**src/rtl/ctl_regbank_pkg.sv**
```systemverilog
package ctl_regbank_pkg;
   // Register offsets. The interrupt and PLL offsets are kept fixed because
   // software and the lane ordering depend on them.
   localparam logic [7:0] OFS_REVID     = 8'h08;
   localparam logic [7:0] OFS_IRQ_STAT  = 8'h50;
   localparam logic [7:0] OFS_IRQ_MASK  = 8'h52;
   localparam logic [7:0] OFS_IRQ_ROUTE = 8'h54;
   localparam logic [7:0] OFS_CLK_CTL   = 8'h98;
   localparam logic [7:0] OFS_PLL_B     = 8'h9A;
   localparam logic [7:0] OFS_PLL_A     = 8'h9C;
   localparam logic [7:0] OFS_FUNC_EN   = 8'hE0;
   localparam logic [7:0] OFS_MODE      = 8'hE4;

   // Conventional interrupt source positions.
   localparam int SRC_NAND   = 0;
   localparam int SRC_MMC    = 1;
   localparam int SRC_USBH   = 2;
   localparam int SRC_SERIAL = 3;
   localparam int SRC_FB     = 4;

   localparam int LANE_W = 8;
   localparam int NUM_LANE_REGS = 6;
endpackage

```
**src/rtl/regbank_lanes.sv**
```systemverilog
module regbank_lanes #(
   parameter int         NBYTES = 2,
   parameter logic [7:0] BASE   = 8'h00
) (
   input  logic                  clk,
   input  logic                  rst,
   input  logic                  wr_en,
   input  logic [7:0]            addr,
   input  logic [7:0]            wdata,
   output logic                  hit,
   output logic [7:0]            rbyte,
   output logic [8*NBYTES-1:0]   value
);
   logic [NBYTES-1:0] lane_hit;

   for (genvar k = 0; k < NBYTES; k++) begin : g_lane
      assign lane_hit[k] = (addr == BASE + 8'(k));

      always_ff @(posedge clk) begin
         if (rst)
            value[8*k +: 8] <= '0;
         else if (wr_en && lane_hit[k])
            value[8*k +: 8] <= wdata;
      end

      // A write aimed at another lane must not disturb this one.
      assert_lane_hold_R4: assert property (@(posedge clk) disable iff (rst)
         (wr_en && !lane_hit[k]) |=> $stable(value[8*k +: 8]));
   end

   assign hit = |lane_hit;

   always_comb begin
      rbyte = '0;
      for (int k = 0; k < NBYTES; k++)
         if (lane_hit[k]) rbyte = rbyte | value[8*k +: 8];
   end
endmodule

```
**src/rtl/irq_combiner.sv**
```systemverilog
module irq_combiner #(
   parameter int NUM_SRC = 8
) (
   input  logic               clk,
   input  logic               rst,
   input  logic               stat_wr,
   input  logic [7:0]         wdata,
   input  logic [NUM_SRC-1:0] src,
   input  logic [7:0]         mask,
   output logic [7:0]         status,
   output logic               irq
);
   for (genvar k = 0; k < 8; k++) begin : g_bit
      if (k < NUM_SRC) begin : g_live
         always_ff @(posedge clk) begin
            if (rst)
               status[k] <= 1'b0;
            else if (stat_wr)
               status[k] <= wdata[k] | src[k];
            else
               status[k] <= status[k] | src[k];
         end

         assert_src_sets_R7: assert property (@(posedge clk) disable iff (rst)
            src[k] |=> status[k]);
         assert_sticky_R7: assert property (@(posedge clk) disable iff (rst)
            (status[k] && !stat_wr) |=> status[k]);
      end else begin : g_tied
         assign status[k] = 1'b0;
      end
   end

   assign irq = |(status & mask);

   assert_mask_gate_R9: assert property (@(posedge clk) disable iff (rst)
      (mask == 8'h00) |-> !irq);
endmodule

```
**src/rtl/ctl_regbank.sv**
```systemverilog
module ctl_regbank
   import ctl_regbank_pkg::*;
#(
   parameter int         NUM_SRC       = 8,
   parameter logic [7:0] REV_ID        = 8'h3A,
   parameter int         CLK_CTL_BYTES = 2,
   parameter int         PLL_B_BYTES   = 2,
   parameter int         PLL_A_BYTES   = 4,
   parameter int         MODE_BYTES    = 2
) (
   input  logic                       clk,
   input  logic                       rst,
   input  logic                       bus_sel,
   input  logic                       bus_wr,
   input  logic [7:0]                 bus_addr,
   input  logic [7:0]                 bus_wdata,
   output logic [7:0]                 bus_rdata,
   output logic                       bad_access,
   input  logic [NUM_SRC-1:0]         irq_src,
   output logic                       host_irq,
   output logic [8*CLK_CTL_BYTES-1:0] cfg_clk_ctl,
   output logic [8*PLL_B_BYTES-1:0]   cfg_pll_b,
   output logic [8*PLL_A_BYTES-1:0]   cfg_pll_a,
   output logic [7:0]                 cfg_func_en,
   output logic [8*MODE_BYTES-1:0]    cfg_mode,
   output logic [7:0]                 cfg_irq_route
);
   // Elaboration-time checks: wide registers must not run into their neighbours.
   if (NUM_SRC < 1 || NUM_SRC > 8) begin : g_chk_src
      $error("NUM_SRC must be 1..8");
   end
   if (CLK_CTL_BYTES < 1 || CLK_CTL_BYTES > 2) begin : g_chk_clk
      $error("CLK_CTL_BYTES must be 1..2");
   end
   if (PLL_B_BYTES < 1 || PLL_B_BYTES > 2) begin : g_chk_pllb
      $error("PLL_B_BYTES must be 1..2");
   end
   if (PLL_A_BYTES < 1 || PLL_A_BYTES > 4) begin : g_chk_plla
      $error("PLL_A_BYTES must be 1..4");
   end
   if (MODE_BYTES < 1 || MODE_BYTES > 4) begin : g_chk_mode
      $error("MODE_BYTES must be 1..4");
   end

   logic                     wr_any, rd_any;
   logic                     stat_hit, rev_hit, mapped;
   logic [NUM_LANE_REGS-1:0] hit;
   logic [7:0]               rb [NUM_LANE_REGS];
   logic [7:0]               mask_q, status_q, rsel;
   logic [7:0]               rdata_q;
   logic                     bad_q;

   assign wr_any = bus_sel &&  bus_wr;
   assign rd_any = bus_sel && !bus_wr;

   regbank_lanes #(.NBYTES(1), .BASE(OFS_IRQ_MASK)) u_mask (
      .clk(clk), .rst(rst), .wr_en(wr_any), .addr(bus_addr), .wdata(bus_wdata),
      .hit(hit[0]), .rbyte(rb[0]), .value(mask_q));
   regbank_lanes #(.NBYTES(1), .BASE(OFS_IRQ_ROUTE)) u_route (
      .clk(clk), .rst(rst), .wr_en(wr_any), .addr(bus_addr), .wdata(bus_wdata),
      .hit(hit[1]), .rbyte(rb[1]), .value(cfg_irq_route));
   regbank_lanes #(.NBYTES(CLK_CTL_BYTES), .BASE(OFS_CLK_CTL)) u_clk (
      .clk(clk), .rst(rst), .wr_en(wr_any), .addr(bus_addr), .wdata(bus_wdata),
      .hit(hit[2]), .rbyte(rb[2]), .value(cfg_clk_ctl));
   regbank_lanes #(.NBYTES(PLL_B_BYTES), .BASE(OFS_PLL_B)) u_pllb (
      .clk(clk), .rst(rst), .wr_en(wr_any), .addr(bus_addr), .wdata(bus_wdata),
      .hit(hit[3]), .rbyte(rb[3]), .value(cfg_pll_b));
   regbank_lanes #(.NBYTES(PLL_A_BYTES), .BASE(OFS_PLL_A)) u_plla (
      .clk(clk), .rst(rst), .wr_en(wr_any), .addr(bus_addr), .wdata(bus_wdata),
      .hit(hit[4]), .rbyte(rb[4]), .value(cfg_pll_a));
   regbank_lanes #(.NBYTES(1), .BASE(OFS_FUNC_EN)) u_fen (
      .clk(clk), .rst(rst), .wr_en(wr_any), .addr(bus_addr), .wdata(bus_wdata),
      .hit(hit[5]), .rbyte(rb[5]), .value(cfg_func_en));

   // The mode register sits alone in its own instance so MODE_BYTES stays independent.
   logic       mode_hit;
   logic [7:0] mode_rb;
   regbank_lanes #(.NBYTES(MODE_BYTES), .BASE(OFS_MODE)) u_mode (
      .clk(clk), .rst(rst), .wr_en(wr_any), .addr(bus_addr), .wdata(bus_wdata),
      .hit(mode_hit), .rbyte(mode_rb), .value(cfg_mode));

   assign stat_hit = (bus_addr == OFS_IRQ_STAT);
   assign rev_hit  = (bus_addr == OFS_REVID);

   irq_combiner #(.NUM_SRC(NUM_SRC)) u_irq (
      .clk(clk), .rst(rst), .stat_wr(wr_any && stat_hit), .wdata(bus_wdata),
      .src(irq_src), .mask(mask_q), .status(status_q), .irq(host_irq));

   assign mapped = (|hit) || mode_hit || stat_hit || rev_hit;

   always_comb begin
      rsel = mode_rb;
      for (int i = 0; i < NUM_LANE_REGS; i++) rsel = rsel | rb[i];
      if (stat_hit) rsel = rsel | status_q;
      if (rev_hit)  rsel = rsel | REV_ID;
   end

   always_ff @(posedge clk) begin
      if (rst) begin
         rdata_q <= '0;
         bad_q   <= 1'b0;
      end else begin
         rdata_q <= rd_any ? rsel : 8'h00;
         bad_q   <= bus_sel && !mapped;
      end
   end

   assign bus_rdata  = rdata_q;
   assign bad_access = bad_q;

   assert_idle_rdata_R1: assert property (@(posedge clk) disable iff (rst)
      !rd_any |=> (bus_rdata == 8'h00));
   assert_revid_R6: assert property (@(posedge clk) disable iff (rst)
      (rd_any && bus_addr == OFS_REVID) |=> (bus_rdata == REV_ID));
   assert_bad_needs_access_R10: assert property (@(posedge clk) disable iff (rst)
      !bus_sel |=> !bad_access);
   assert_bad_read_zero_R10: assert property (@(posedge clk) disable iff (rst)
      (bad_access && !$past(bus_wr)) |-> (bus_rdata == 8'h00));
endmodule

```
**config.mk**
```make
export PLATFORM = sky130hd
export DESIGN_NAME = ctl_regbank
export DESIGN_NICKNAME = d
export VERILOG_FILES = /design/src/rtl/ctl_regbank_pkg.sv /design/src/rtl/regbank_lanes.sv /design/src/rtl/irq_combiner.sv /design/src/rtl/ctl_regbank.sv
export SDC_FILE = /design/constraint.sdc
export NUM_CORES = 1
export LEC_CHECK = 0
export ABC_AREA = 1
export BUFFER_PORTS_ARGS = -buffer_cell sky130_fd_sc_hd__buf_2
export CORE_MARGIN = 2
export CORE_UTILIZATION = 54
export CTS_BUF_LIST = sky130_fd_sc_hd__clkbuf_4
export CTS_CLUSTER_DIAMETER = 30
export DETAILED_ROUTE_END_ITERATION = 16
export GPL_TIMING_DRIVEN = 0
export HOLD_SLACK_MARGIN = 0.02
export PLACE_DENSITY = 0.85
export SYNTH_ARGS = -nofsm -noshare
export SYNTH_HDL_FRONTEND = slang
export SYNTH_SLANG_ARGS = --single-unit
```
**constraint.sdc**
```tcl
create_clock -name clk -period 2.15 [get_ports clk]
set_input_delay 0.645 -clock clk [delete_from_list [all_inputs] [get_ports clk]]
set_output_delay 0.645 -clock clk [all_outputs]
set_load 0.05 [all_outputs]
```
# Word level (Yosys, flattened, before mapping)
# Index checks and enable logic that the tools add are counted.
# word_totals
register_bits	121
# op_classes
eq_ne	15
muxes	23
bitwise	31
reduce_logical	26
# op_table
operator	count
two-way mux 8 bit	14
OR 8 bit	13
equality test 8 bit, second input constant	11
equality test 8 x 7 -> 1 bit, second input constant	3
logical AND 1 bit	17
OR 1 bit	16
OR reduction 11 bit	1
AND 8 bit	1
equality test 8 x 4 -> 1 bit, second input constant	1
two-way mux 1 bit	8
OR reduction 8 bit	1
two-way mux 6 bit	1
OR reduction 2 bit	2
logical OR 1 bit	3
logical NOT 1 bit	2
inverter 1 bit	1

# Longest topological paths before layout
# Gate-level depths: netlist (run 1).
# logic_depth
depth_word	13
ltp_mapped	10

# By module
# From an unflattened synthesis (run 1), not the netlist that was laid out.
# unflattened
hier_cells	1196
hier_area_um2	7342.0
# by_module_without_submodules
mod	instances	cells_each	area_each_um2
regbank_lanes at u_plla	1	290	1831.8
regbank_lanes at u_clk	1	158	974.7
regbank_lanes at u_mode	1	151	963.4
regbank_lanes at u_pllb	1	142	933.4
ctl_regbank	1	115	666.9
regbank_lanes at u_mask	1	100	578.1
regbank_lanes at u_route	1	93	538.0
irq_combiner	1	75	435.4
regbank_lanes at u_fen	1	72	420.4

# Worst setup path after synthesis (run 1)
# No wires, ideal clock.
# synth_path
path_kind	input to register
from	in bus_addr[5]
to	reg u_irq.status[0]
setup_time_ps	115
arrival_ps	1594
required_ps	2035
setup_slack_ps	441
cell_stages	9
cell_sequence	inv_1 -> nand2_2 -> nor2_2 -> nand2_1 -> nor2_1 -> buf_4 -> o21ai_0 -> o21ai_0 -> inv_1
# synth_via
elab_chain_len	3
# synth_rtl
item	line	rtl
start, declared	ctl_regbank.sv:15	input logic [7:0] bus_addr,
equality test 8 x 7 -> 1 bit	ctl_regbank.sv:82	assign stat_hit = (bus_addr == OFS_IRQ_STAT);
logical AND 1 bit	ctl_regbank.sv:86	.clk(clk), .rst(rst), .stat_wr(wr_any && stat_hit), .wdata(bus_wdata),
two-way mux 1 bit	irq_combiner.sv:18	else if (stat_wr)
end signal, assigned by index	irq_combiner.sv:19	status[k] <= wdata[k] | src[k];
end signal, assigned by index	irq_combiner.sv:21	status[k] <= status[k] | src[k];
end, declared	irq_combiner.sv:10	output logic [7:0] status,
# Every way passes these cells.
# A chain may end at the register's enable or synchronous reset.

# Worst setup path after layout (run 1)
# layout_path
from	reg u_irq.status[3]
to	out host_irq
# layout_via
elab_chain_len	2
# layout_rtl
item	line	rtl
AND 8 bit	irq_combiner.sv:33	assign irq = |(status & mask);
OR reduction 8 bit	irq_combiner.sv:33	
end, declared	ctl_regbank.sv:20	output logic host_irq,
# Every way passes these cells.

==> results of run 1 <==
-- layout make-up --
type,instances,share of cell area
tap,136,0.0243
clock inverter,15,0.0254
clock buffer,17,0.0182
multi-input combinational,579,0.404
timing repair buffer,135,0.0986
sequential,121,0.348
inverter,93,0.0499
buffer,49,0.0320
-- routing by layer --
layer / track usage / vias up / part of all wire
met5: 0 / - / 0
met1: 0.513 / 3012 / 0.40
li1: - / 3082 / -
met2: 0.531 / 486 / 0.43
met3: 0.0823 / 77 / 0.13
met4: 0.152 / 0 / 0.042
-- Yosys cell counts (all sizes together) --
library cell,count
nor3,2
a21boi,1
clkbuf,21
nand4,1
o21a,1
inv,93
a21oi,105
nand2,159
and2,2
nand3,155
o21ai,79
buf,28
a221oi,2
dfxtp,121
nor2,72
-- cells in the final DEF, fill, tap and decap left out, drive strengths merged, types with 2 or more instances in the layout --
master and instances:
dfxtp 121, bufinv 3, buf 163, o21ai 79
clkbuf 38, nor2 72, nand2 159, inv 94
a21oi 105, clkinvlp 5, and2 2, a221oi 2
nor3 2, nand3 155, clkinv 6
-- where the power goes --
part,leakage [nW],switching [mW],internal (mW)
clock,0.150,0.971,0.804
sequential,0.979,0.0140,2.25
combinational,2.05,0.255,0.0766
-- metrics by stage --
stage               area [µm²]  instances  total power, mW
floorplan                 5800        842             2.50
global route              7000       1145             4.47
detailed placement        6630       1110             2.63
global placement          6630       1110             2.62
finish                    7000       1145             4.38
CTS                       6960       1144             4.34
-- logic make-up after synthesis --
logic type / count (synthesis) / share of synthesized area
AO/OA/AOI/OAI: 188 / 0.165
buffers and inverters: 142 / 0.0989
flip-flops: 121 / 0.418
AND/OR/NAND/NOR: 391 / 0.319
-- sequential cells by signal, indices dropped and copies added (netlist names) --
register       count
u_plla.value      32
u_clk.value       16
u_mode.value      16
u_pllb.value      16
bus_rdata          8
u_fen.value        8
u_irq.status       8
u_mask.value       8
u_route.value      8
bad_access         1
-- worst max-delay path: stages (launching register included) --
cell and delay, ns:
dfxtp_4 0.38, nand2_2 0.07, o21ai_2 0.06, a221oi_2 0.18, nand2_1 0.12, buf_6 0.17
-- timing repair --
action,in CTS,in global routing
gates resized for setup,9,10
setup buffers,2,1
endpoints found under the setup margin,1,1
endpoints found under the hold margin,0,0
hold buffers,0,0
pin swaps,2,1
-- final timing paths --
path,from,end,slack (ns),cells after the start
max reg2reg,u_irq.status[3],bus_rdata[3],0.98,7
min reg2reg,u_pllb.value[13],u_pllb.value[13],0.47,2
max,u_irq.status[3],host_irq,-0.02,5
min,irq_src[5],u_irq.status[5],0.29,3
==> flow_summary.json, run 1 <==
{
  "status": "finished, violations left",
  "violations": "setup timing",
  "drive_gt1_frac": 0.248,
  "avgSynthCellArea_um2": 6.88,
  "die_h_um": 108,
  "syn_inst": 842,
  "worstPathRequired_ns": 1.50,
  "ctsRootBufferMaster": "clkbuf_4",
  "synth_top_area_cell": "dfxtp_1",
  "wirelength_um": 21000,
  "tightest_slew_ns": 0.886,
  "max_slew_margin": 0.409,
  "via_per_inst": 5.81,
  "n_fill_cell": 971,
  "die_area_um2": 11600,
  "htreeDepth": 4,
  "path_max_fanout": 2,
  "io_buffers": 132,
  "syn_nets": 870,
  "drt_iter0_drc": 774,
  "die_x_um": 108,
  "yosys.cell_types.count": 23,
  "critPathKind": "reg -> out",
  "synth_area_leaders": "dfxtp_1, nand3_1, nand2_1, a21oi_1, o21ai_0",
  "start_kind": "flop",
  "setup_ws_ns": -0.0153,
  "insertion_delay_ns": 0.55,
  "numCtsBuffers": 17,
  "synth_area_um2": 5800,
  "nets": 1024,
  "pre_cts_slack_ns": -0.0688,
  "antenna_found_initial": 0,
  "dr_total_vias": 6657,
  "cts_tree": "yes",
  "grt.overflow.total": 0,
  "leakagePower_nw": 3.18,
  "hold_ws_ns": 0.287,
  "multi_input_area_um2": 2830,
  "gp_congestion": 0.980,
  "area_delta_synth_final_pct": 20.7,
  "clkSinkCount": 121,
  "cp-end-kind": "output port",
  "peakVddDrop_v": 0.000309,
  "setup-tns-final_ns": -0.0153,
  "period_minus_slack_ns": 2.17,
  "core_um2": 10400,
  "post-route-drc-count": 0,
  "post_drt_wl_per_cell_um": 18.3,
  "ys_ff_latch": 121,
  "drtAntennaViolNets": 0,
  "worstHoldPathType": "in -> reg",
  "ios": 134,
  "rsz0062_at_grt": "yes",
  "yosysSeqAreaShare": 0.418,
  "maxCapViolations": 0,
  "grt_pass1_wl_um": 31700,
  "powerDensity_nw_per_um2": 625,
  "finalHoldViolations": 0,
  "dp_hpwl_um": 15000,
  "min_period_over_period": 1.01,
  "ys_warn_count": 0,
  "regArea_um2": 2430,
  "fin_util": 0.675,
  "first_pass_iters": 6,
  "synthDominantCellAreaShare": 0.418,
  "antenna_cells": 0,
  "arrival_ns": 1.52,
  "path_clk_slew_ns": 0.12,
  "grt_max_degree": 17,
  "grt_pass1_vias": 5827,
  "rows": 37,
  "fin_worst_skew_ns": 0.0128,
  "clk_path_buf_depth": 2,
  "maxSlewViolCount": 0,
  "finalSetupViolations": 1,
  "grt.total_usage": 0.362,
  "max_freq_mhz": 462,
  "start_util": 0.559
}
No activity file was read; power rests on OpenSTA's default activity.
==> inputs of run 2 (changes only) <==
--- a/config.mk
+++ b/config.mk
@@ -14,7 +14,8 @@
 export DETAILED_ROUTE_END_ITERATION = 16
 export GPL_TIMING_DRIVEN = 0
 export HOLD_SLACK_MARGIN = 0.02
-export PLACE_DENSITY = 0.85
+export PLACE_DENSITY = 0.83
 export SYNTH_ARGS = -nofsm -noshare
 export SYNTH_HDL_FRONTEND = slang
+export SYNTH_HIERARCHICAL = 1
 export SYNTH_SLANG_ARGS = --single-unit
==> flow_summary.json, run 2 <==
{
  "synth-async-reset-ratio": 0,
  "max_slew_margin": 0.625,
  "hold_path.startpoint": "irq_src[1]",
  "status": "complete, no violations",
  "r2r_cells": 8,
  "synth_area_um2": 7340,
  "start_kind": "flop",
  "numCtsBuffers": 17,
  "io_buffers": 133,
  "syn_nets": 1224,
  "path_clk_slew_ns": 0.11,
  "synth_edf_count": 0,
  "grt.overflow.total": 0,
  "maxSlewViolCount": 0,
  "first_pass_iters": 6,
  "finalHoldViolations": 0,
  "ios": 134,
  "pre_cts_slack_ns": -0.278,
  "grt_max_degree": 17,
  "top_register": "u_plla/value",
  "clk_path_buf_depth": 2,
  "n_fill_cell": 1250,
  "rows": 42,
  "dp_hpwl_um": 15400,
  "start_util": 0.554,
  "wirelength_um": 21500,
  "powerDensity_nw_per_um2": 524,
  "synth_area_leaders": "dfxtp_1, nand2_1, inv_1, nor2_1, nand3_1",
  "max_freq_mhz": 479,
  "peakVddDrop_v": 0.000292,
  "yosysSeqAreaShare": 0.330,
  "nets": 1376,
  "setup_ws_ns": 0.0604,
  "htreeDepth": 4,
  "worstPathRequired_ns": 1.50,
  "maxCapViolations": 0,
  "clkSinkCount": 121,
  "critPathKind": "reg -> out",
  "antenna_found_initial": 0,
  "antenna_cells": 0,
  "leakagePower_nw": 4.89,
  "syn_inst": 1196,
  "synth_common_cells": "nand2_1, inv_1, nor2_1",
  "core_um2": 13200,
  "cp-end-kind": "output port",
  "rsz0062_at_grt": "no",
  "drtAntennaViolNets": 0,
  "finalSetupViolations": 0,
  "worstHoldPathType": "in -> reg",
  "min_period_over_period": 0.972,
  "drt_iter0_drc": 1011,
  "grt_pass1_wl_um": 33300,
  "drive_gt1_frac": 0.212,
  "post-route-drc-count": 0,
  "ys_warn_count": 6,
  "post_drt_wl_per_cell_um": 14.0,
  "cts_tree": "yes",
  "reg2reg_slack_ns": 0.86,
  "die_h_um": 121,
  "fin_util": 0.645,
  "gp_congestion": 0.993,
  "r2r_end": "bus_rdata[5]",
  "via_per_inst": 5.00,
  "largest_reg_flops": 32,
  "layout_commonest_cell": "nand2_1",
  "hold_path_end": "u_irq/status[1]",
  "timing.rr.start": "u_plla/value[13]",
  "area_delta_synth_final_pct": 16.3,
  "power_mw": 4.48,
  "grt_pass1_vias": 6735,
  "grt.total_usage": 0.295,
  "postCtsHoldBufs": 0,
  "hold_depth": 5,
  "synthDominantCellAreaShare": 0.330,
  "die_x_um": 121,
  "yosys.cell_types.count": 30,
  "synth_ff_type": "dfxtp_1",
  "instances_no_fill": 1537,
  "dr_total_vias": 7687,
  "synth_most_common_cell": "nand2_1",
  "synth_top_area_cell": "dfxtp_1",
  "ctsRootBufferMaster": "clkbuf_4",
  "placed_cells": 1505,
  "arrival_ns": 1.44,
  "ys_ff_latch": 121,
  "insertion_delay_ns": 0.55,
  "tightest_slew_ns": 0.561,
  "mostFrequentLayoutCells": "nand2_1, inv_1, nor2_1",
  "fin_worst_skew_ns": 0.0126,
  "cts_setup_buffers": 0,
  "die_area_um2": 14500,
  "path_max_fanout": 3,
  "avgSynthCellArea_um2": 6.14,
  "period_minus_slack_ns": 2.09
}
-- run 2: how the worst max path moves through the flow --
stage / from / endpoint / slack [ns] / depth (start not counted)
after floorplan: bus_addr[7] / bad_access / 0.37 / 8
after global placement: bus_addr[2] / bus_rdata[5] / -0.27 / 11
after detailed placement: bus_addr[2] / bus_rdata[5] / -0.28 / 11
after CTS: u_irq/status[1] / host_irq / 0.03 / 5
after global routing: u_irq/status[1] / host_irq / 0.0007 / 5
final: u_irq/status[1] / host_irq / 0.06 / 5
-- run 2: per-layer routing --
metal,up-vias,wire length (µm),track usage
met5,-,0,0
met4,0,900,0.145
met3,78,2250,0.0684
met2,422,9840,0.484
met1,3360,8510,0.364
li1,3827,-,-
-- run 2: kinds of logic (layout without fill, tap and decap cells) --
| family | after synthesis | after routing | share of synthesized area |
|---|---|---|---|
| AND/OR/NAND/NOR | 715 | 715 | 0.459 |
| AO/OA/AOI/OAI | 30 | 30 | 0.0245 |
| buffers and inverters | 330 | 495 | 0.186 |
| flip-flops | 121 | 121 | 0.330 |
-- run 2: through the flow --
step	cell area, µm²	hold WS (ns)	setup TNS (ns)
2_1_floorplan	7340	0.474	0
3_3_place_gp	8230	0.508	-2.31
3_5_place_dp	8230	0.511	-2.82
4_1_cts	8530	0.340	0
5_1_grt	8540	0.365	0
6_report	8540	0.379	0
-- run 2: final cells by class --
class                           count  area (µm²)  area share
Inverter                          302        1140       0.134
Clock inverter                     12         155      0.0182
Timing Repair Buffer              133         668      0.0783
Sequential cell                   121        2420       0.284
Clock buffer                       20         150      0.0176
Buffer                             28         226      0.0265
Multi-Input combinational cell    745        3550       0.416
Tap cell                          176         220      0.0258
-- run 2: power breakdown --
group | internal, mW | switching, mW
sequential | 2.25 | 0.0128
clock | 0.938 | 0.835
combinational | 0.110 | 0.326
total | 3.30 | 1.17
-- run 2: critical path, stage by stage (launching register included) --
cell      delay [ns]
dfxtp_1         0.36
nand2_1         0.08
nand2_1         0.06
nor2_1          0.12
nand2_1         0.07
clkbuf_4        0.20
-- run 2: repair_timing --
item,4_1_cts,5_1_grt
hold endpoints to repair,0,0
endpoints found under the setup margin,0,1
resized for setup,0,1
==> inputs of run 3 (changes only) <==
--- a/config.mk
+++ b/config.mk
@@ -15,6 +15,7 @@
 export GPL_TIMING_DRIVEN = 0
 export HOLD_SLACK_MARGIN = 0.02
 export PLACE_DENSITY = 0.83
+export REMOVE_ABC_BUFFERS = 1
 export SYNTH_ARGS = -nofsm -noshare
 export SYNTH_HDL_FRONTEND = slang
 export SYNTH_HIERARCHICAL = 1
==> flow_summary.json, run 3 (synthesis gave the netlist of run 2 again) <==
{
  "cts_tree": "yes",
  "cts_setup_buffers": 0,
  "worstPathRequired_ns": 2.63,
  "placed_cells": 1477,
  "grt.total_usage": 0.285,
  "post_drt_wl_per_cell_um": 13.6,
  "layout_commonest_cell": "nand2_1",
  "peakVddDrop_v": 0.000295,
  "ctsRootBufferMaster": "clkbuf_4",
  "area_delta_synth_final_pct": 12.4,
  "maxCapViolations": 0,
  "grt_pass1_vias": 6654,
  "pre_cts_slack_ns": -0.428,
  "finalHoldViolations": 0,
  "numCtsBuffers": 17,
  "fin_worst_skew_ns": 0.0233,
  "clk_path_buf_depth": 2,
  "min_period_over_period": 0.955,
  "clkSinkCount": 121,
  "period_minus_slack_ns": 2.05,
  "antenna_cells": 0,
  "path_clk_slew_ns": 0.11,
  "rsz0062_at_grt": "no",
  "setup_ws_ns": 0.0968,
  "path_max_fanout": 20,
  "io_buffers": 133,
  "instances_no_fill": 1507,
  "status": "complete, no violations",
  "largest_reg_flops": 32,
  "gp_congestion": 0.909,
  "drive_gt1_frac": 0.195,
  "die_area_um2": 14500,
  "cp-end-kind": "flop",
  "top_register": "u_plla/value",
  "leakagePower_nw": 4.71,
  "nets": 1348,
  "maxSlewViolCount": 0,
  "grt_max_degree": 78,
  "worstHoldPathType": "in -> reg",
  "drtAntennaViolNets": 0,
  "start_kind": "input pin",
  "grt_pass1_wl_um": 32300,
  "wirelength_um": 20500,
  "mostFrequentLayoutCells": "nand2_1, inv_1, nor2_1",
  "reg2reg_slack_ns": 0.77,
  "die_x_um": 121,
  "max_freq_mhz": 487,
  "powerDensity_nw_per_um2": 504,
  "core_um2": 13200,
  "arrival_ns": 2.53,
  "grt.overflow.total": 0,
  "ios": 134,
  "start_util": 0.554,
  "antenna_found_initial": 0,
  "via_per_inst": 5.01,
  "insertion_delay_ns": 0.57,
  "tightest_slew_ns": 0.993,
  "n_fill_cell": 1332,
  "first_pass_iters": 7,
  "die_h_um": 121,
  "rows": 42,
  "post-route-drc-count": 0,
  "max_slew_margin": 0.337,
  "critPathKind": "in -> reg",
  "drt_iter0_drc": 636,
  "dr_total_vias": 7550,
  "finalSetupViolations": 0,
  "hold_ws_ns": 0.368,
  "dp_hpwl_um": 14300,
  "setup-tns-final_ns": 0,
  "htreeDepth": 4,
  "power_mw": 4.16
}
run 3: changes by cell type in the layout (fill, tap and decap cells not counted), sizes merged:
cell      previous run  this run
clkinv               9        10
buf                159       133
clkbuf              22        17
clkinvlp             0         2
bufinv               4         2
run 3: area by class of cell:
class | count | area (µm²) | share of cell area
multi-input combinational | 745 | 3550 | 0.431
sequential | 121 | 2420 | 0.294
inverter | 302 | 1140 | 0.138
timing repair buffer | 133 | 672 | 0.0814
tap | 176 | 220 | 0.0267
clock buffer | 17 | 128 | 0.0155
clock inverter | 13 | 113 | 0.0136
run 3: repair_timing:
action,4_1_cts,5_1_grt
hold buffers,0,0
hold endpoints to repair,0,0
resized for setup,0,3
setup endpoints to repair,0,1
run 3: layer usage:
| metal | wire [µm] | track usage |
|---|---|---|
| met1 | 8640 | 0.361 |
| met2 | 9420 | 0.461 |
| met3 | 1810 | 0.0698 |
| met4 | 624 | 0.122 |
| met5 | 0 | 0 |
run 3: through the flow:
| step | instance area [µm²] | utilization |
|---|---|---|
| floorplan | 7120 | - |
| global placement | 8000 | 0.604 |
| detailed placement | 8000 | 0.604 |
| CTS | 8240 | 0.623 |
| global route | 8250 | 0.623 |
| finish | 8250 | 0.623 |
run 3: final timing paths:
path,start,endpoint,cells after the start
worst min-delay path,irq_src[3],u_irq/status[3],5
worst max register to register,u_plla/value[11],bus_rdata[3],8
worst min register to register,u_irq/status[0],bus_rdata[0],2
worst max-delay path,bus_addr[6],bus_rdata[4],11
run 3: critical path, stage by stage:
cell and delay [ns]:
buf_2 0.28, nand2_1 0.15, nor2_4 0.45, nand2_2 0.26
o22ai_1 0.33, nor2_1 0.07, nand2_1 0.08, nor2_1 0.05
nand2_1 0.06, nor2_1 0.04, nor2_1 0.11
run 3: where the power goes:
part           switching [mW]  total, mW  internal [mW]
Clock                   0.844       1.49          0.644
Combinational           0.314      0.408         0.0934
Sequential             0.0109       2.27           2.25
